`src/rtl/nsq_pkg.sv`:
```
// Package: shared helpers for the word-length reduction shaper.
// Assumes 16-bit pseudo-random generators are wide enough for the dither.
package nsq_pkg;
    localparam int RNG_W = 16;

    // Galois step of a maximal-length 16-bit generator
    function automatic logic [RNG_W-1:0] rng_next(input logic [RNG_W-1:0] s);
        return s[0] ? ((s >> 1) ^ 16'hB400) : (s >> 1);
    endfunction
endpackage

```
`src/rtl/nsq_tpdf_dither.sv`:
```
// Module: triangular-density dither source. Sums two uniform values, each
// spanning one output LSB (2^SH input codes), and re-centres the sum.
// Assumes 1 <= SH <= 16 and nonzero seeds; steps only when adv is high.
module nsq_tpdf_dither #(
    parameter int SH     = 4,
    parameter int SEED_A = 16'hACE1,
    parameter int SEED_B = 16'h1D2B
) (
    input  logic                 clk,
    input  logic                 rst_n,
    input  logic                 adv,
    input  logic                 off,
    output logic signed [SH+1:0] d
);
    import nsq_pkg::*;
    localparam int DW = SH + 2;

    logic [RNG_W-1:0] s_a, s_b;
    logic [DW-1:0]    ua, ub;

    // Two generators stepping once per accepted sample
    always_ff @(posedge clk) begin
        if (!rst_n) begin
            s_a <= RNG_W'(SEED_A);
            s_b <= RNG_W'(SEED_B);
        end else if (adv) begin
            s_a <= rng_next(s_a);
            s_b <= rng_next(s_b);
        end
    end

    // Sum of two uniforms minus the offset; forced to zero when disabled
    always_comb begin
        ua = DW'(s_a[SH-1:0]);
        ub = DW'(s_b[SH-1:0]);
        d  = off ? '0 : $signed(ua + ub - DW'(1 << SH));
    end
endmodule

```
`src/rtl/nsq_round_sat.sv`:
```
// Module: rounding quantizer. Rounds the corrected value to the nearest
// output level (halves upward), saturates to the output range and produces
// the clamped error between the saturated output and the quantizer input.
// Assumes QW >= OUT_W + SH and SH >= 1.
module nsq_round_sat #(
    parameter int QW    = 24,
    parameter int SH    = 4,
    parameter int OUT_W = 16,
    parameter int EW    = 7
) (
    input  logic signed [QW-1:0]    q_in,
    output logic signed [OUT_W-1:0] y,
    output logic signed [EW-1:0]    err
);
    localparam logic signed [QW:0]   HALF = (QW+1)'(1 << (SH-1));
    localparam logic signed [QW:0]   MAXV = (QW+1)'((1 << (OUT_W-1)) - 1);
    localparam logic signed [QW:0]   MINV = -(QW+1)'(1 << (OUT_W-1));
    localparam logic signed [QW+1:0] ELIM = (QW+2)'(1 << (SH+1));

    logic signed [QW:0]   sum, r;
    logic signed [QW+1:0] ysc, diff;

    // Round half up, then clip to the output range
    always_comb begin
        sum = (QW+1)'(q_in) + HALF;
        r   = sum >>> SH;
        if (r > MAXV)      y = OUT_W'(MAXV);
        else if (r < MINV) y = OUT_W'(MINV);
        else               y = OUT_W'(r);
    end

    // Error of the saturated output, limited to keep the loop bounded
    always_comb begin
        ysc  = (QW+2)'(y) <<< SH;
        diff = ysc - (QW+2)'(q_in);
        if (diff > ELIM)       err = EW'(ELIM);
        else if (diff < -ELIM) err = EW'(-ELIM);
        else                   err = EW'(diff);
    end
endmodule

```
`src/rtl/nsq_err_fir.sv`:
```
// Module: error filter. Holds the last NTAPS quantizer errors and forms the
// fixed-point weighted sum, floored by COEF_FRAC fraction bits.
// Assumes 1 <= NTAPS <= 4; history moves only when adv is high.
module nsq_err_fir #(
    parameter int NTAPS     = 2,
    parameter int COEF_W    = 10,
    parameter int COEF_FRAC = 6,
    parameter int EW        = 7,
    parameter int FBW       = 19,
    parameter int EL        = 32,
    parameter int C0        = 128,
    parameter int C1        = -64,
    parameter int C2        = 0,
    parameter int C3        = 0
) (
    input  logic                  clk,
    input  logic                  rst_n,
    input  logic                  adv,
    input  logic signed [EW-1:0]  err_in,
    output logic signed [FBW-1:0] fb
);
    localparam int PW = EW + COEF_W;
    localparam logic signed [COEF_W-1:0] CF [4] =
        '{COEF_W'(C0), COEF_W'(C1), COEF_W'(C2), COEF_W'(C3)};

    logic signed [EW-1:0]  hist [NTAPS];
    logic signed [PW-1:0]  prod [NTAPS];
    logic signed [FBW-1:0] acc;

    // Error history: newest in slot 0, shifted on each accepted sample
    always_ff @(posedge clk) begin
        if (!rst_n) begin
            for (int k = 0; k < NTAPS; k++) hist[k] <= '0;
        end else if (adv) begin
            hist[0] <= err_in;
            for (int k = 1; k < NTAPS; k++) hist[k] <= hist[k-1];
        end
    end

    // One product per tap
    for (genvar k = 0; k < NTAPS; k++) begin : g_tap
        always_comb prod[k] = hist[k] * CF[k];
    end

    // Sum of products, then floor by the coefficient fraction
    always_comb begin
        acc = '0;
        for (int k = 0; k < NTAPS; k++) acc = acc + FBW'(prod[k]);
        fb = acc >>> COEF_FRAC;
    end

    // history is frozen on cycles without a valid sample
    a_r5_hist_frozen: assert property (@(posedge clk) disable iff (!rst_n)
        !adv |=> $stable(hist[0]) && $stable(hist[NTAPS-1]));

    // stored error never exceeds the clamp limit
    a_r3_err_bounded: assert property (@(posedge clk) disable iff (!rst_n)
        (hist[0] <= EL) && (hist[0] >= -EL));
endmodule

```
`src/rtl/ns_wordlen_shaper.sv`:
```
// Module: top of the error-feedback word-length reducer. Subtracts the
// filtered past error from the input, adds optional dither, rounds and
// saturates, and registers the result with one cycle of latency.
// Assumes IN_W > OUT_W and a synchronous active-low reset.
module ns_wordlen_shaper #(
    parameter int IN_W      = 20,
    parameter int OUT_W     = 16,
    parameter int NTAPS     = 2,
    parameter int COEF_W    = 10,
    parameter int COEF_FRAC = 6,
    parameter int C0        = 128,
    parameter int C1        = -64,
    parameter int C2        = 0,
    parameter int C3        = 0,
    parameter int SEED_A    = 16'hACE1,
    parameter int SEED_B    = 16'h1D2B
) (
    input  logic             clk,
    input  logic             rst_n,
    input  logic             in_valid,
    input  logic [IN_W-1:0]  in_data,
    input  logic             dither_off,
    output logic             out_valid,
    output logic [OUT_W-1:0] out_data
);
    localparam int SH   = IN_W - OUT_W;
    localparam int EW   = SH + 3;
    localparam int ELIM = 1 << (SH + 1);
    localparam int FBW  = COEF_W + EW + 2;
    localparam int QW   = ((FBW > IN_W) ? FBW : IN_W) + 2;

    logic signed [SH+1:0]    d;
    logic signed [FBW-1:0]   fb;
    logic signed [QW-1:0]    q_in;
    logic signed [OUT_W-1:0] y;
    logic signed [EW-1:0]    err;

    nsq_tpdf_dither #(.SH(SH), .SEED_A(SEED_A), .SEED_B(SEED_B)) u_dither (
        .clk(clk), .rst_n(rst_n), .adv(in_valid), .off(dither_off), .d(d));

    nsq_err_fir #(.NTAPS(NTAPS), .COEF_W(COEF_W), .COEF_FRAC(COEF_FRAC),
                  .EW(EW), .FBW(FBW), .EL(ELIM),
                  .C0(C0), .C1(C1), .C2(C2), .C3(C3)) u_fir (
        .clk(clk), .rst_n(rst_n), .adv(in_valid), .err_in(err), .fb(fb));

    nsq_round_sat #(.QW(QW), .SH(SH), .OUT_W(OUT_W), .EW(EW)) u_q (
        .q_in(q_in), .y(y), .err(err));

    // Corrected quantizer input: sample minus feedback plus dither
    always_comb q_in = QW'($signed(in_data)) - QW'(fb) + QW'(d);

    // Output register with valid passed alongside
    always_ff @(posedge clk) begin
        if (!rst_n) begin
            out_valid <= 1'b0;
            out_data  <= '0;
        end else begin
            out_valid <= in_valid;
            if (in_valid) out_data <= y;
        end
    end

    // valid appears one cycle after an accepted sample
    a_r6_valid_follows: assert property (@(posedge clk) disable iff (!rst_n)
        in_valid |=> out_valid);
    // no output valid without an input one cycle earlier
    a_r6_valid_drops: assert property (@(posedge clk) disable iff (!rst_n)
        !in_valid |=> !out_valid);
    // data holds across idle cycles
    a_r6_data_holds: assert property (@(posedge clk) disable iff (!rst_n)
        !in_valid |=> $stable(out_data));
    // reset clears the output
    a_r9_reset_clears: assert property (@(posedge clk)
        !rst_n |=> !out_valid && (out_data == '0));
endmodule

```
`config.mk`:
```
export PLATFORM = sky130hd
export DESIGN_NAME = ns_wordlen_shaper
export DESIGN_NICKNAME = d
export VERILOG_FILES = /design/src/rtl/nsq_pkg.sv /design/src/rtl/nsq_tpdf_dither.sv /design/src/rtl/nsq_round_sat.sv /design/src/rtl/nsq_err_fir.sv /design/src/rtl/ns_wordlen_shaper.sv
export SDC_FILE = /design/constraint.sdc
export NUM_CORES = 1
export LEC_CHECK = 0
export ABC_AREA = 0
export ABC_CLOCK_PERIOD_IN_PS = 12110
export BUFFER_PORTS_ARGS = -buffer_cell sky130_fd_sc_hd__buf_4
export CELL_PAD_IN_SITES_DETAIL_PLACEMENT = 2
export CELL_PAD_IN_SITES_GLOBAL_PLACEMENT = 2
export CORE_MARGIN = 2
export CORE_UTILIZATION = 38
export DETAILED_ROUTE_END_ITERATION = 12
export GPL_TIMING_DRIVEN = 0
export PLACE_DENSITY_LB_ADDON = 0.1
export SLEW_MARGIN = 20
export SYNTH_ARGS = -nofsm -noshare
export SYNTH_HDL_FRONTEND = slang
export SYNTH_SLANG_ARGS = --single-unit
```
`constraint.sdc`:
```
create_clock -name clk -period 12.11 [get_ports clk]
set_input_delay 3.633 -clock clk [delete_from_list [all_inputs] [get_ports clk]]
set_output_delay 3.633 -clock clk [all_outputs]
set_load 0.02 [all_outputs]
```
==> impl_results.md <==
* Status: completed
* Initial antenna violation count at 0
* Routability congestion estimate at approximately 0.9
* Max FO, Critical Path at 10
* Top post-synthesis cells by area: dfxtp_1 (15%), ha_1 (12%), edfxtp_1 (6.2%), nand2_1 (5.3%), mux2i_1 (4.9%)
* Setup Skew at 12.15 ps
* Worst-path clk slew at roughly 60 ps
* Gate Count Post-Synth at 816
* Post-route ant nets at 0
* CTS tree: done
* Post-synthesis mux area share at 5.063%
* RSZ-0062 raised after global routing: false
* CP required at ~12000 ps
* YS warnings at 0
* Commonest cells post-synth: nand2_1 (96), ha_1 (66), dfxtp_1 (49), a21oi_1 (48), o21ai_0 (44)
* Layout fillers at just under 2000
* Slew HR at 47.39%
* CP max stage cell: or4_1
* Footprint of the multi-input gates at about 0.0051 mm^2
* Vias in the first global route at ~7000
* Count leader, synth: nand2_1
* Largest stage delay, worst path at between 600 and 700 ps
* Worst setup path category: in -> reg
* Hold path start: u_dither.s_a[12]$_SDFFE_PN0P_
* Layout Cells excl Fill at between 1000 and 1500
* Core Region at about 0.017 mm^2
* Fraction of layout cells with a size suffix above 1 at roughly an eighth
* CTS H-tree lvls at 3
* Initial Util at 38.87%
* DP Wirelength at roughly 18000 um
* Worst reg2reg path startpoint: u_fir.hist[0][7]$_SDFFCE_PN0P_
* Number of DRC markers in iteration 0 at just over 200
* Post-synthesis sequential area ratio at approximately a fifth
* CTS Sinks at 63
* Minimum clock period at around 12000 ps
* Post-synthesis area per instance at 8.268 um^2
* Avg WL per Cell at between 20 and 25 um
* Cell area after synthesis at between 0.006 and 0.007 mm^2
* Worst-margin pin slew at around 780 ps
* Max-cap violations at 0
* Post-synthesis async set-or-reset flop share at 0%
* Vias per cell at 5.826
* Post-layout util at ~44%
* Final Cycle Share at roughly 96%
* Die ar. at approximately 0.019 mm^2
* Port Buf Inserts at 38
* GRT Util Overall at between 20% and 30%
* Sequential Area at roughly 0.0014 mm^2
* Final Hold Fails at 0
* Final setup viols at 0
* Count of placed standard cells including taps at between 1000 and 1500
* Total count of max-transition violations in the final report at 0
* Crit path capture type: register
* DR vias at 6391
* WP data arrival at 11670 ps
* Largest family of logic cells by synthesized area: compound AO/OA/AOI/OAI gates
* Largest net degree at the start of global routing at 15
* Total Wirelength at 22740 um
* Layout net count at slightly below 1000
* Num CTS Buffers at 9
* Die X at approximately 140 um
* Synth area leader: dfxtp_1
* Hold Worst Slack at between 400 and 500 ps
* Layout area overhead at 14.08%
* Antenna Cells at 0
* #FFs+latches synth at 63
* Area share of fa/ha/maj cells after synthesis at 16.39%
* TNS Setup at 0 ps
* Synth Area in Compound Gates at 24.24%
* Xor-xnor portion of the synthesized cell area at 7.010%
* Post-synth cell types at 84
* Grt total ovfl at 0
* Die height at 137.2 um
* Clk buf depth at 2
* I/O pin cnt at 41
* Root buf cell: clkbuf_16
* EDFF count, synth at 14
* Initial DRT Pass Iterations at 4
* Synthesized Nets at 920
* First-pass GRT wire length at approximately 37000 um
* Number of placement rows at 48
* Clk Latency, worst-skew pair at ~340 ps
* HP Class: reg -> reg
* DRC at 0
* Worst Setup SP: dither_off
* Setup crit start kind: input port
* Maximum clock rate at around 86 MHz
* Top-area cell type share of the netlist area at about 15%
* Top FF cell, synth: dfxtp_1
* Synth Area in Simple Gates at 22.20%
critical path, delay by kind of cell:
kind            cells  cell delay [ps]
simple gates       12             3940
buf+inv             5             1000
fa+ha+maj           3             1110
compound gates      7             1860
xor+xnor            1              110
area by class of cell:
cell class / count / share of cell area, %
multi-input cells: 681 / 65.84
flip-flops and latches: 63 / 18.21
repair buffers: 40 / 3.902
well taps: 225 / 3.658
clock buffers: 10 / 3.252
plain buffers: 34 / 1.967
inverters: 38 / 1.902
clock inverters: 6 / 1.268
routing by layer:
metal / track usage (%) / up-vias / share of wire (%)
li1: - / 3107 / -
met1: 31.66 / 3193 / 45
met2: 45.96 / 65 / 52
met3: 2.428 / 26 / 1.5
met4: 6.586 / 0 / 1.9
met5: 0 / - / 0
kinds of logic (layout without fill, tap and decap cells):
logic type | count (synthesis) | after routing
mux | 34 | 34
flops | 63 | 63
buf+inv | 72 | 128
simple gates | 283 | 283
xor+xnor | 54 | 54
fa+ha+maj | 80 | 80
compound gates | 230 | 230
through the flow:
stage          setup slack [ps]  instance area (um^2)
3_3_place_gp             -3.205                  7313
5_1_grt                   13.49                  7696
6_report                  540.9                  7696
3_5_place_dp             -379.8                  7313
4_1_cts                   126.8                  7665
2_1_floorplan              1751                  6746
final timing paths:
path                                                        to  slack (ps)  depth (start not counted)
worst max register to register  u_fir.hist[0][3]$_SDFFCE_PP0P_        1030                         40
worst max-delay path            u_fir.hist[0][3]$_SDFFCE_PP0P_         540                         28
worst min register to register   u_dither.s_a[11]$_SDFFE_PN1P_         480                          2
worst min-delay path             u_dither.s_a[11]$_SDFFE_PN1P_         480                          2
timing repair:
| item | 4_1_cts | 5_1_grt |
|---|---|---|
| setup buffers | 0 | 2 |
| pin swaps | 0 | 0 |
| resized for setup | 1 | 6 |
| hold buffers | 0 | 0 |
| setup endpoints to repair | 1 | 6 |
registers in the layout, indices dropped and copies added (netlist names):
| register | flops |
|---|---|
| u_dither.s_b | 16 |
| u_dither.s_a | 16 |
| u_fir.hist | 14 |
| out_data | 16 |
| out_valid | 1 |
placed cells by master, fill, tap and decap left out, types with 23 or more instances in the layout:
cell,count
nor2_1,39
xor2_1,23
nor2b_1,23
a21oi_1,48
dfxtp_1,49
ha_1,66
xnor2_1,31
buf_4,41
o21ai_0,44
nand2_1,96
inv_1,37
mux2i_1,33
clkbuf_1,25
a21o_1,25
Power is not shown: default switching activity piles up to over one toggle a cycle in this logic, so the estimate is an artifact.
